File: src/rtl/smap_pkg.sv
package smap_pkg;

    localparam int SID_W  = 16;
    localparam int CB_W   = 8;
    localparam int WORD_W = 32;

    // table write targets
    localparam logic [1:0] WK_MATCH = 2'd0;
    localparam logic [1:0] WK_ROUTE = 2'd1;
    localparam logic [1:0] WK_VALID = 2'd2;

    typedef enum logic [1:0] {
        RT_XLATE  = 2'b00,
        RT_BYPASS = 2'b01,
        RT_FAULT  = 2'b10
    } route_e;

    typedef enum logic [1:0] {
        EK_XLATE  = 2'b00,
        EK_BYPASS = 2'b01,
        EK_FAULT  = 2'b10,
        EK_RSVD   = 2'b11
    } ent_kind_e;

    typedef struct packed {
        logic [SID_W-1:0] mask;
        logic [SID_W-1:0] id;
    } match_ent_t;

    typedef struct packed {
        ent_kind_e       kind;
        logic [CB_W-1:0] cb;
    } route_ent_t;

    typedef struct packed {
        route_e          route;
        logic [CB_W-1:0] cb;
        logic            unknown;
        logic            conflict;
        logic            badctx;
        logic            unimpl;
    } lookup_t;

    function automatic logic id_hit(match_ent_t e, logic [SID_W-1:0] sid);
        return ((sid ^ e.id) & ~e.mask) == '0;
    endfunction

    function automatic match_ent_t unpack_match(logic [WORD_W-1:0] w);
        match_ent_t e;
        e.id   = w[15:0];
        e.mask = w[31:16];
        return e;
    endfunction

    function automatic route_ent_t unpack_route(logic [WORD_W-1:0] w);
        route_ent_t e;
        e.kind = ent_kind_e'(w[17:16]);
        e.cb   = w[7:0];
        return e;
    endfunction

endpackage

File: src/rtl/smap_entry_store.sv
module smap_entry_store
    import smap_pkg::*;
#(
    parameter int NUM_ENTRIES = 8,
    localparam int IDX_W = $clog2(NUM_ENTRIES)
) (
    input  logic                                clk,
    input  logic                                rst,
    input  logic                                wr_en,
    input  logic [1:0]                          wr_kind,
    input  logic [IDX_W-1:0]                    wr_idx,
    input  logic [WORD_W-1:0]                   wr_data,
    output match_ent_t [NUM_ENTRIES-1:0]        m_tab,
    output logic       [NUM_ENTRIES-1:0]        m_vld,
    output route_ent_t [NUM_ENTRIES-1:0]        r_tab
);

    always_ff @(posedge clk) begin
        if (rst) begin
            m_tab <= '0;
            m_vld <= '0;
            r_tab <= '0;
        end else if (wr_en) begin
            case (wr_kind)
                WK_MATCH: m_tab[wr_idx] <= unpack_match(wr_data);
                WK_ROUTE: r_tab[wr_idx] <= unpack_route(wr_data);
                WK_VALID: m_vld[wr_idx] <= wr_data[0];
                default:  ;
            endcase
        end
    end

    AST_VALID_WRITE: assert property (@(posedge clk) disable iff (rst)
        (wr_en && wr_kind == WK_VALID) |=> (m_vld[$past(wr_idx)] == $past(wr_data[0])));

endmodule

File: src/rtl/smap_match_array.sv
module smap_match_array
    import smap_pkg::*;
#(
    parameter int NUM_ENTRIES = 8
) (
    input  match_ent_t [NUM_ENTRIES-1:0] m_tab,
    input  logic       [NUM_ENTRIES-1:0] m_vld,
    input  logic       [SID_W-1:0]       sid,
    output logic       [NUM_ENTRIES-1:0] hit
);

    for (genvar g = 0; g < NUM_ENTRIES; g++) begin : g_cmp
        assign hit[g] = m_vld[g] && id_hit(m_tab[g], sid);
    end

endmodule

File: src/rtl/smap_hit_resolve.sv
module smap_hit_resolve #(
    parameter int NUM_ENTRIES = 8,
    localparam int IDX_W = $clog2(NUM_ENTRIES)
) (
    input  logic [NUM_ENTRIES-1:0] hit,
    output logic                   any_hit,
    output logic                   multi_hit,
    output logic [IDX_W-1:0]       first_idx
);

    assign any_hit   = |hit;
    assign multi_hit = |(hit & (hit - NUM_ENTRIES'(1)));

    // lowest index wins
    always_comb begin
        first_idx = '0;
        for (int i = NUM_ENTRIES - 1; i >= 0; i--) begin
            if (hit[i]) first_idx = IDX_W'(i);
        end
    end

endmodule

File: src/rtl/smap_route_decode.sv
module smap_route_decode
    import smap_pkg::*;
#(
    parameter int NUM_ENTRIES = 8,
    parameter int NUM_CB      = 6,
    localparam int IDX_W = $clog2(NUM_ENTRIES)
) (
    input  logic                         mode_index,
    input  logic                         conflict_chk_en,
    input  logic [SID_W-1:0]             sid,
    input  logic                         any_hit,
    input  logic                         multi_hit,
    input  logic [IDX_W-1:0]             first_idx,
    input  route_ent_t [NUM_ENTRIES-1:0] r_tab,
    output lookup_t                      res
);

    logic             found;
    logic [IDX_W-1:0] sel;
    route_ent_t       ent;

    always_comb begin
        if (mode_index) begin
            found = sid < SID_W'(NUM_ENTRIES);
            sel   = sid[IDX_W-1:0];
        end else begin
            found = any_hit;
            sel   = first_idx;
        end
        ent = r_tab[sel];

        res       = '0;
        res.route = RT_FAULT;
        if (!found) begin
            res.unknown = 1'b1;
        end else if (!mode_index && multi_hit && conflict_chk_en) begin
            res.conflict = 1'b1;
        end else begin
            case (ent.kind)
                EK_XLATE: begin
                    if (ent.cb < CB_W'(NUM_CB)) begin
                        res.route = RT_XLATE;
                        res.cb    = ent.cb;
                    end else begin
                        res.unimpl = 1'b1;
                    end
                end
                EK_BYPASS: res.route  = RT_BYPASS;
                default:   res.badctx = 1'b1;
            endcase
        end
    end

endmodule

File: src/rtl/smap_router.sv
module smap_router
    import smap_pkg::*;
#(
    parameter int NUM_ENTRIES = 8,
    parameter int NUM_CB      = 6
) (
    input  logic                           clk,
    input  logic                           rst,
    input  logic                           mode_index,
    input  logic                           conflict_chk_en,
    input  logic                           wr_en,
    input  logic [1:0]                     wr_kind,
    input  logic [$clog2(NUM_ENTRIES)-1:0] wr_idx,
    input  logic [31:0]                    wr_data,
    input  logic                           req_valid,
    input  logic [15:0]                    req_sid,
    output logic                           rsp_valid,
    output logic [1:0]                     rsp_route,
    output logic [7:0]                     rsp_cb,
    output logic                           flt_unknown,
    output logic                           flt_conflict,
    output logic                           flt_badctx,
    output logic                           flt_unimpl
);

    localparam int IDX_W = $clog2(NUM_ENTRIES);

    match_ent_t [NUM_ENTRIES-1:0] m_tab;
    logic       [NUM_ENTRIES-1:0] m_vld;
    route_ent_t [NUM_ENTRIES-1:0] r_tab;
    logic       [NUM_ENTRIES-1:0] hit;
    logic                         any_hit;
    logic                         multi_hit;
    logic       [IDX_W-1:0]       first_idx;
    lookup_t                      dec;
    lookup_t                      rsp_q;
    logic                         rsp_valid_q;

    smap_entry_store #(.NUM_ENTRIES(NUM_ENTRIES)) u_store (
        .clk     (clk),
        .rst     (rst),
        .wr_en   (wr_en),
        .wr_kind (wr_kind),
        .wr_idx  (wr_idx),
        .wr_data (wr_data),
        .m_tab   (m_tab),
        .m_vld   (m_vld),
        .r_tab   (r_tab)
    );

    smap_match_array #(.NUM_ENTRIES(NUM_ENTRIES)) u_match (
        .m_tab (m_tab),
        .m_vld (m_vld),
        .sid   (req_sid),
        .hit   (hit)
    );

    smap_hit_resolve #(.NUM_ENTRIES(NUM_ENTRIES)) u_resolve (
        .hit       (hit),
        .any_hit   (any_hit),
        .multi_hit (multi_hit),
        .first_idx (first_idx)
    );

    smap_route_decode #(.NUM_ENTRIES(NUM_ENTRIES), .NUM_CB(NUM_CB)) u_decode (
        .mode_index      (mode_index),
        .conflict_chk_en (conflict_chk_en),
        .sid             (req_sid),
        .any_hit         (any_hit),
        .multi_hit       (multi_hit),
        .first_idx       (first_idx),
        .r_tab           (r_tab),
        .res             (dec)
    );

    always_ff @(posedge clk) begin
        if (rst) begin
            rsp_valid_q <= 1'b0;
            rsp_q       <= '0;
        end else begin
            rsp_valid_q <= req_valid;
            rsp_q       <= req_valid ? dec : '0;
        end
    end

    assign rsp_valid    = rsp_valid_q;
    assign rsp_route    = rsp_q.route;
    assign rsp_cb       = rsp_q.cb;
    assign flt_unknown  = rsp_q.unknown;
    assign flt_conflict = rsp_q.conflict;
    assign flt_badctx   = rsp_q.badctx;
    assign flt_unimpl   = rsp_q.unimpl;

    AST_RSP_LATENCY: assert property (@(posedge clk) disable iff (rst)
        req_valid |=> rsp_valid);

    AST_IDLE_QUIET: assert property (@(posedge clk) disable iff (rst)
        !req_valid |=> !(rsp_valid || flt_unknown || flt_conflict || flt_badctx || flt_unimpl));

    AST_ONE_FAULT: assert property (@(posedge clk) disable iff (rst)
        $onehot0({flt_unknown, flt_conflict, flt_badctx, flt_unimpl}));

    AST_FAULT_ROUTE: assert property (@(posedge clk) disable iff (rst)
        (flt_unknown || flt_conflict || flt_badctx || flt_unimpl) |-> (rsp_route == RT_FAULT));

    AST_CB_RANGE: assert property (@(posedge clk) disable iff (rst)
        (rsp_valid && rsp_route == RT_XLATE) |-> (rsp_cb < CB_W'(NUM_CB)));

    AST_CONFLICT_MATCH_ONLY: assert property (@(posedge clk) disable iff (rst)
        (req_valid && mode_index) |=> !flt_conflict);

endmodule

File: config.mk
export PLATFORM = sky130hd
export DESIGN_NAME = smap_router
export DESIGN_NICKNAME = d
export VERILOG_FILES = /design/src/rtl/smap_pkg.sv /design/src/rtl/smap_entry_store.sv /design/src/rtl/smap_match_array.sv /design/src/rtl/smap_hit_resolve.sv /design/src/rtl/smap_route_decode.sv /design/src/rtl/smap_router.sv
export SDC_FILE = /design/constraint.sdc
export NUM_CORES = 1
export LEC_CHECK = 0
export BUFFER_PORTS_ARGS = -buffer_cell sky130_fd_sc_hd__buf_2
export CORE_UTILIZATION = 46
export CTS_BUF_LIST = sky130_fd_sc_hd__clkbuf_4 sky130_fd_sc_hd__clkbuf_8
export DETAILED_ROUTE_END_ITERATION = 12
export PLACE_DENSITY = 0.63
export SLEW_MARGIN = 20
export SYNTH_ARGS = -nofsm -noshare
export SYNTH_HDL_FRONTEND = slang
export SYNTH_SLANG_ARGS = --single-unit
File: constraint.sdc
create_clock -name clk -period 5.55 [get_ports clk]
set_clock_uncertainty 0.15 [all_clocks]
set_input_delay 0.555 -clock clk [delete_from_list [all_inputs] [get_ports clk]]
set_output_delay 0.555 -clock clk [all_outputs]
set_load 0.02 [all_outputs]
; ---- Yosys cells after proc, flatten, opt, wreduce, memory -nomap -nowiden
; Cells that the tools add are included.
[totals]
register_bits = 359
in_bits = 59
out_inout_bits = 15
word_cells = 142
[op_classes]
n_addsub = 1
order_cmp = 5
n_eq_ne = 3
n_mux = 30
bitwise = 29
reduce_logical = 33
[op_table]
columns = cell, n
row1 = 256-bit bitwise mux, 1
row2 = 16-bit bitwise AND, 8
row3 = 16-bit logical NOT, 8
row4 = 16-bit NOT, 8
row5 = 16-bit XOR, 8
row6 = 32-bit demux with 3-bit select, 1
row7 = 80-bit bitwise mux, 1
row8 = 10-bit 2-to-1 mux, 5
row9 = 32-bit 2-to-1 mux, 1
row10 = 10-bit binary-select mux with 3-bit select, 1
row11 = 10-bit demux with 3-bit select, 1
row12 = 3-bit 2-to-1 mux, 9
row13 = "16-bit by 4-bit < comparator with 1-bit output, second input constant", 1
row14 = 8-bit OR reduction, 2
row15 = 1-bit logical AND, 11
row16 = 8-bit bitwise AND, 1
row17 = 8-bit bitwise mux, 1
row18 = "3-bit by 4-bit < comparator with 1-bit output, second input constant", 2
row19 = "8-bit by 3-bit < comparator with 1-bit output, second input constant", 1
row20 = 8-bit 2-to-1 mux, 1
row21 = "8-bit by 1-bit subtractor with 8-bit output, second input constant", 1
row22 = 1-bit 2-to-1 mux, 6
row23 = 2-bit AND reduction, 3
row24 = 6-bit OR reduction, 1
row25 = other kinds (12), 18

; ---- Depth between registers and ports, before layout
[depth]
ltp_word = 20
depth_mapped = 15
ltp_nobuf = 12

; ---- Modules after synthesis
; A second synthesis with hierarchy kept.
[unflattened]
cells_unflattened = 1701
area_unflattened_um2 = 17086.4
[modules_own_cells]
columns = mod, n_inst, cells_each, area_each_um2, seq_area_each_um2
row1 = smap_entry_store, 1, 1213, 13476.7, 6886.6
row2 = smap_match_array, 1, 248, 1888.1, 0.0
row3 = smap_route_decode, 1, 186, 1129.8, 0.0
row4 = smap_router, 1, 32, 444.2, 300.3
row5 = smap_hit_resolve, 1, 22, 147.6, 0.0

; ---- Worst setup path after synthesis
; No wires, ideal clock.
[synth_path]
path_kind = input to register
start = in req_sid[3]
end = reg rsp_q (netlist bit rsp_cb[0])
setup_time_ps = 66
arrival_time_ps = 3586
required_time_ps = 5334
setup_slack_ps = 1748
stages = 15
path_buffers = 3
path_cell_list = buf_2 > xnor2_1 > o22ai_1 > nor4_2 > nand3_2 > and2_1 > buf_6 > o221ai_2 > buf_2 > mux2i_1 > nor4_1 > nor4_1 > nand3_1 > or4_4 > a21oi_2
[synth_via]
elab_chain_cells = 18
word_cells_on_any_way = 57
classes_between = add/sub: 1 / order compare: 2 / mux: 12 / bitwise: 20 / reduce/logical: 22
[synth_lines]
columns = element, line
row1 = from (decl), smap_router.sv:16  ; input logic [15:0] req_sid,
row2 = 16-bit XOR, smap_pkg.sv:45  ; return ((sid ^ e.id) & ~e.mask) == '0;
row3 = 16-bit bitwise AND, smap_pkg.sv:45
row4 = 16-bit logical NOT, smap_pkg.sv:45
row5 = 1-bit logical AND, smap_match_array.sv:13  ; assign hit[g] = m_vld[g] && id_hit(m_tab[g], sid);
row6 = 3-bit 2-to-1 mux (8 in series), smap_hit_resolve.sv:18  ; if (hit[i]) first_idx = IDX_W'(i);
row7 = 3-bit 2-to-1 mux, smap_route_decode.sv:23  ; if (mode_index) begin
row8 = 10-bit binary-select mux with 3-bit select, smap_route_decode.sv:30  ; ent = r_tab[sel];
row9 = 10-bit 2-to-1 mux (implied by the code), smap_route_decode.sv:30
row10 = 8-bit by 3-bit < comparator with 1-bit output or 2-bit logical NOT (tied branches), "smap_route_decode.sv:41, smap_route_decode.sv:39"
row11 = 1-bit NOT (no source line), -
row12 = 6-bit OR reduction (no source line), -
row13 = to (signal assigned), smap_router.sv:82  ; rsp_q <= req_valid ? dec : '0;
row14 = to (decl), smap_router.sv:36  ; lookup_t rsp_q;
; Several ways; a longest one is shown, not always the timed one. The select of a mux whose other input is x is not followed.
; A chain may end at the register's enable or synchronous reset.

; ---- Worst setup path in the final report
[layout_path]
start = reg, netlist name u_store.m_tab[2]
end = reg rsp_q (netlist bit rsp_cb[1])
[layout_via]
elab_chain_cells = 11
word_cells_on_any_way = 21
classes_between = add/sub: 1 / order compare: 1 / mux: 5 / bitwise: 6 / reduce/logical: 8
[layout_lines]
columns = element, line
row1 = 16-bit XOR *, smap_pkg.sv:45
row2 = 16-bit bitwise AND *, smap_pkg.sv:45
row3 = 16-bit logical NOT *, smap_pkg.sv:45
row4 = 1-bit logical AND *, smap_match_array.sv:13
row5 = 3-bit 2-to-1 mux, smap_hit_resolve.sv:18
row6 = 3-bit 2-to-1 mux, smap_route_decode.sv:23
row7 = 10-bit binary-select mux with 3-bit select, smap_route_decode.sv:30
row8 = 10-bit 2-to-1 mux (implied by the code), smap_route_decode.sv:30
row9 = 8-bit by 3-bit < comparator with 1-bit output or 2-bit logical NOT (tied branches), "smap_route_decode.sv:41, smap_route_decode.sv:39"
row10 = 1-bit NOT (no source line), -
row11 = 6-bit OR reduction (no source line), -
; Mark *: on every way between the ends. The rest lies on a longest branch, timed or not. The select of a mux whose other input is x is not followed.

==> impl_metrics.yaml <==
outcome:
  status: "complete, no violations"
sta:
  drv_slew: 0
  fin_crit_sh_pct: 79.6
  fin_crit_ns: 4.42
  relSlewSlack_pct: 21.4
  worstMarginPinSlew_ns: 1.18
  hold_violations: 0
  max_freq_mhz: 226
  setup_slack_ns: 1.13
  setup_viol: 0
  timing.setup.tns_ns: 0
  rsz0062_at_grt: "no"
worst_setup_path:
  timing.rr.start: "u_store.m_tab[2]"
  critPathMaxFanout: 16
  worstSetupPathType: "reg2reg"
  worstSetupEndpointType: "register"
  worst-r2r-cell-count: 12
  startpoint_type: "register"
  cp.required_ns: 5.94
  worstPathArrival_ns: 4.81
  crit_start: "u_store.m_tab[2]"
clocking:
  post_cts_resized: 0
  clk_path_buf_depth: 3
  cts_buffers: 58
  cts_setup_buffers: 0
  hold_buffers: 0
  clk_transition_reported_paths_ns: 0.07
  ctsHtreeMaxLevel: 2
  cts.sinks: 359
  clock_latency_ns: 0.64
  tritoncts: "done"
  clock-root-buffer: "clkbuf_8"
floorplan:
  start_util_pct: 46.9
  die_x_microns: 184
  core_area_sq_um: 32600
  rows: 66
  die-area_sq_um: 34000
  io_pins: 74
  die_h_microns: 184
placement:
  io_buffers: 73
  dp_cells: 2277
  pre_cts_ws_ns: 0.634
  gp_congestion: 0.870
  dp_hpwl_mm: 29.6
cells_and_area:
  final_cells: 2383
  filler_cell_count: 3109
  seq_area_sq_um: 7190
  nNetsFinal: 1954
  syn2layout_area_growth_pct: 11.5
  drive_gt1_share_pct: 11.8
  multiInputGateArea_sq_um: 7450
grt:
  antenna_found_initial: 1
  grt_overflow: 0
  grt_start_max_net_pins: 230
  grtUsageTotal_pct: 27.5
  grt_pass1_vias: 11800
  grt_first_pass_wirelength_mm: 70.8
synth:
  synthFlopType: "dfxtp_1"
  netlist_area_sq_um: 15300
  ys_top_cells_by_area: "dfxtp_1 47%, nand2_1 14%, a21oi_1 8.7%"
  synth-seq-cells: 359
  synth_top_area_cell: "dfxtp_1"
  synthMuxAreaShare_pct: 7.65
  synth-simple-area-share_pct: 20.3
  synth_edf_count: 0
  synth_cell_type_count: 53
  synth_top_area_share_pct: 47.0
  synth_common_cells: "554 x nand2_1, 359 x dfxtp_1, 267 x a21oi_1"
  synth_top_family_by_area: "simple AND/OR/NAND/NOR gates"
  synth_most_common_cell: "nand2_1"
  synth_compound_area_share_pct: 13.1
  synthArstFlopShare_pct: 0
  synth_xor_area_share_pct: 7.33
  seq_area_frac_synth_pct: 47.0
  syn_inst: 1892
  syn_avg_cell_area_sq_um: 8.09
  synthAdderAreaFrac_pct: 0.0654
  yosys_warnings: 0
routing:
  vias: 13000
  avgViaCountPerCell: 5.46
  drtAntennaViolNets: 0
  firstDrtPassIters: 6
  drt-initial-drc-count: 1214
  drc_errors: 0
  totalWireLength_mm: 46.8
  post_drt_wl_per_cell_microns: 19.7
power:
  p_per_area_nw_per_um2: 323
  power.leakage_nw: 5.95
  ir_worst_vdd_mv: 0.204
min_path:
  min_from: "req_valid"
  min_delay_path_depth: 3
  hp-class: "in2reg"
run:
  maxCapViolCount: 0
## cells by family (layout without fill, tap and decap cells)
kind of cell,Yosys count,count (layout)
simple gates,765,765
compound gates,365,365
flops,359,359
buf+inv,159,203
xor+xnor,128,128
mux,114,114
fa+ha+maj,1,1
other cells,1,6
## sequential cells by signal (all words and copies together), names as in the netlist
| signal | count |
|---|---|
| rsp_cb | 8 |
| flt_conflict | 1 |
| u_store.m_tab | 256 |
| flt_badctx | 1 |
| rsp_valid | 1 |
| u_store.r_tab | 80 |
| u_store.m_vld | 8 |
| flt_unknown | 1 |
| rsp_route | 2 |
| flt_unimpl | 1 |
## metrics by stage
| stage | hold WS (ns) | util (%) | total power [mW] | instance area, sq um |
|---|---|---|---|---|
| floorplan | 0.283 | - | 2.90 | 15300 |
| global placement | 0.290 | 48.3 | 3.02 | 15700 |
| detailed placement | 0.295 | 48.3 | 3.02 | 15800 |
| CTS | 0.0222 | 52.3 | 5.52 | 17100 |
| global route | 0.0616 | 52.3 | 5.68 | 17100 |
| finish | 0.0476 | 52.3 | 5.51 | 17100 |
## layout by cell type (no fill, tap or decap), types with 55 or more instances in the layout
cell type  count
dfxtp_1      359
nor2_1       111
buf_2         72
a21oi_1      267
o22ai_1       55
mux2i_1      108
clkbuf_8      80
nand2_1      553
xnor2_1      128
## cell type report
type	instances	area share, %
tap	442	3.24
sequential	359	42.1
multi-input combinational	1378	43.6
clock inverter	14	0.755
inverter	3	0.0660
timing repair buffer	95	3.24
clock buffer	91	6.94
antenna	1	0.0147
## power breakdown
part	switching (mW)	total (mW)	leakage, nW	internal (mW)
clock	1.09	2.54	0.699	1.45
combinational	0.253	0.360	2.36	0.106
sequential	0.0118	2.61	2.90	2.60
total	1.35	5.51	5.95	4.15
## worst max-delay path: stages, from the launching register on
cell and delay [ns]:
dfxtp_1 0.32, xnor2_1 0.25, o22ai_1 0.19, nor4_2 0.40
nand3_2 0.21, and2_1 0.29, o221ai_2 0.87, mux4_2 0.42
mux2i_1 0.21, nand2_1 0.09, or2_1 0.26, or4_4 0.56
a21oi_2 0.12
## metal layers
metal	vias up	share of wire [%]	global-route usage [%]
met5	-	0	0
met4	0	2.2	7.83
met3	76	6.8	4.21
met2	454	45	42.3
met1	6236	46	39.5
li1	6248	-	-
## final timing paths
kind | end | slack [ns]
min | rsp_valid | 0.05
max | rsp_cb[1] | 1.13
min reg2reg | u_store.m_tab[81] | 0.31
max reg2reg | rsp_cb[1] | 1.13
No activity file was read; power rests on OpenSTA's default activity.
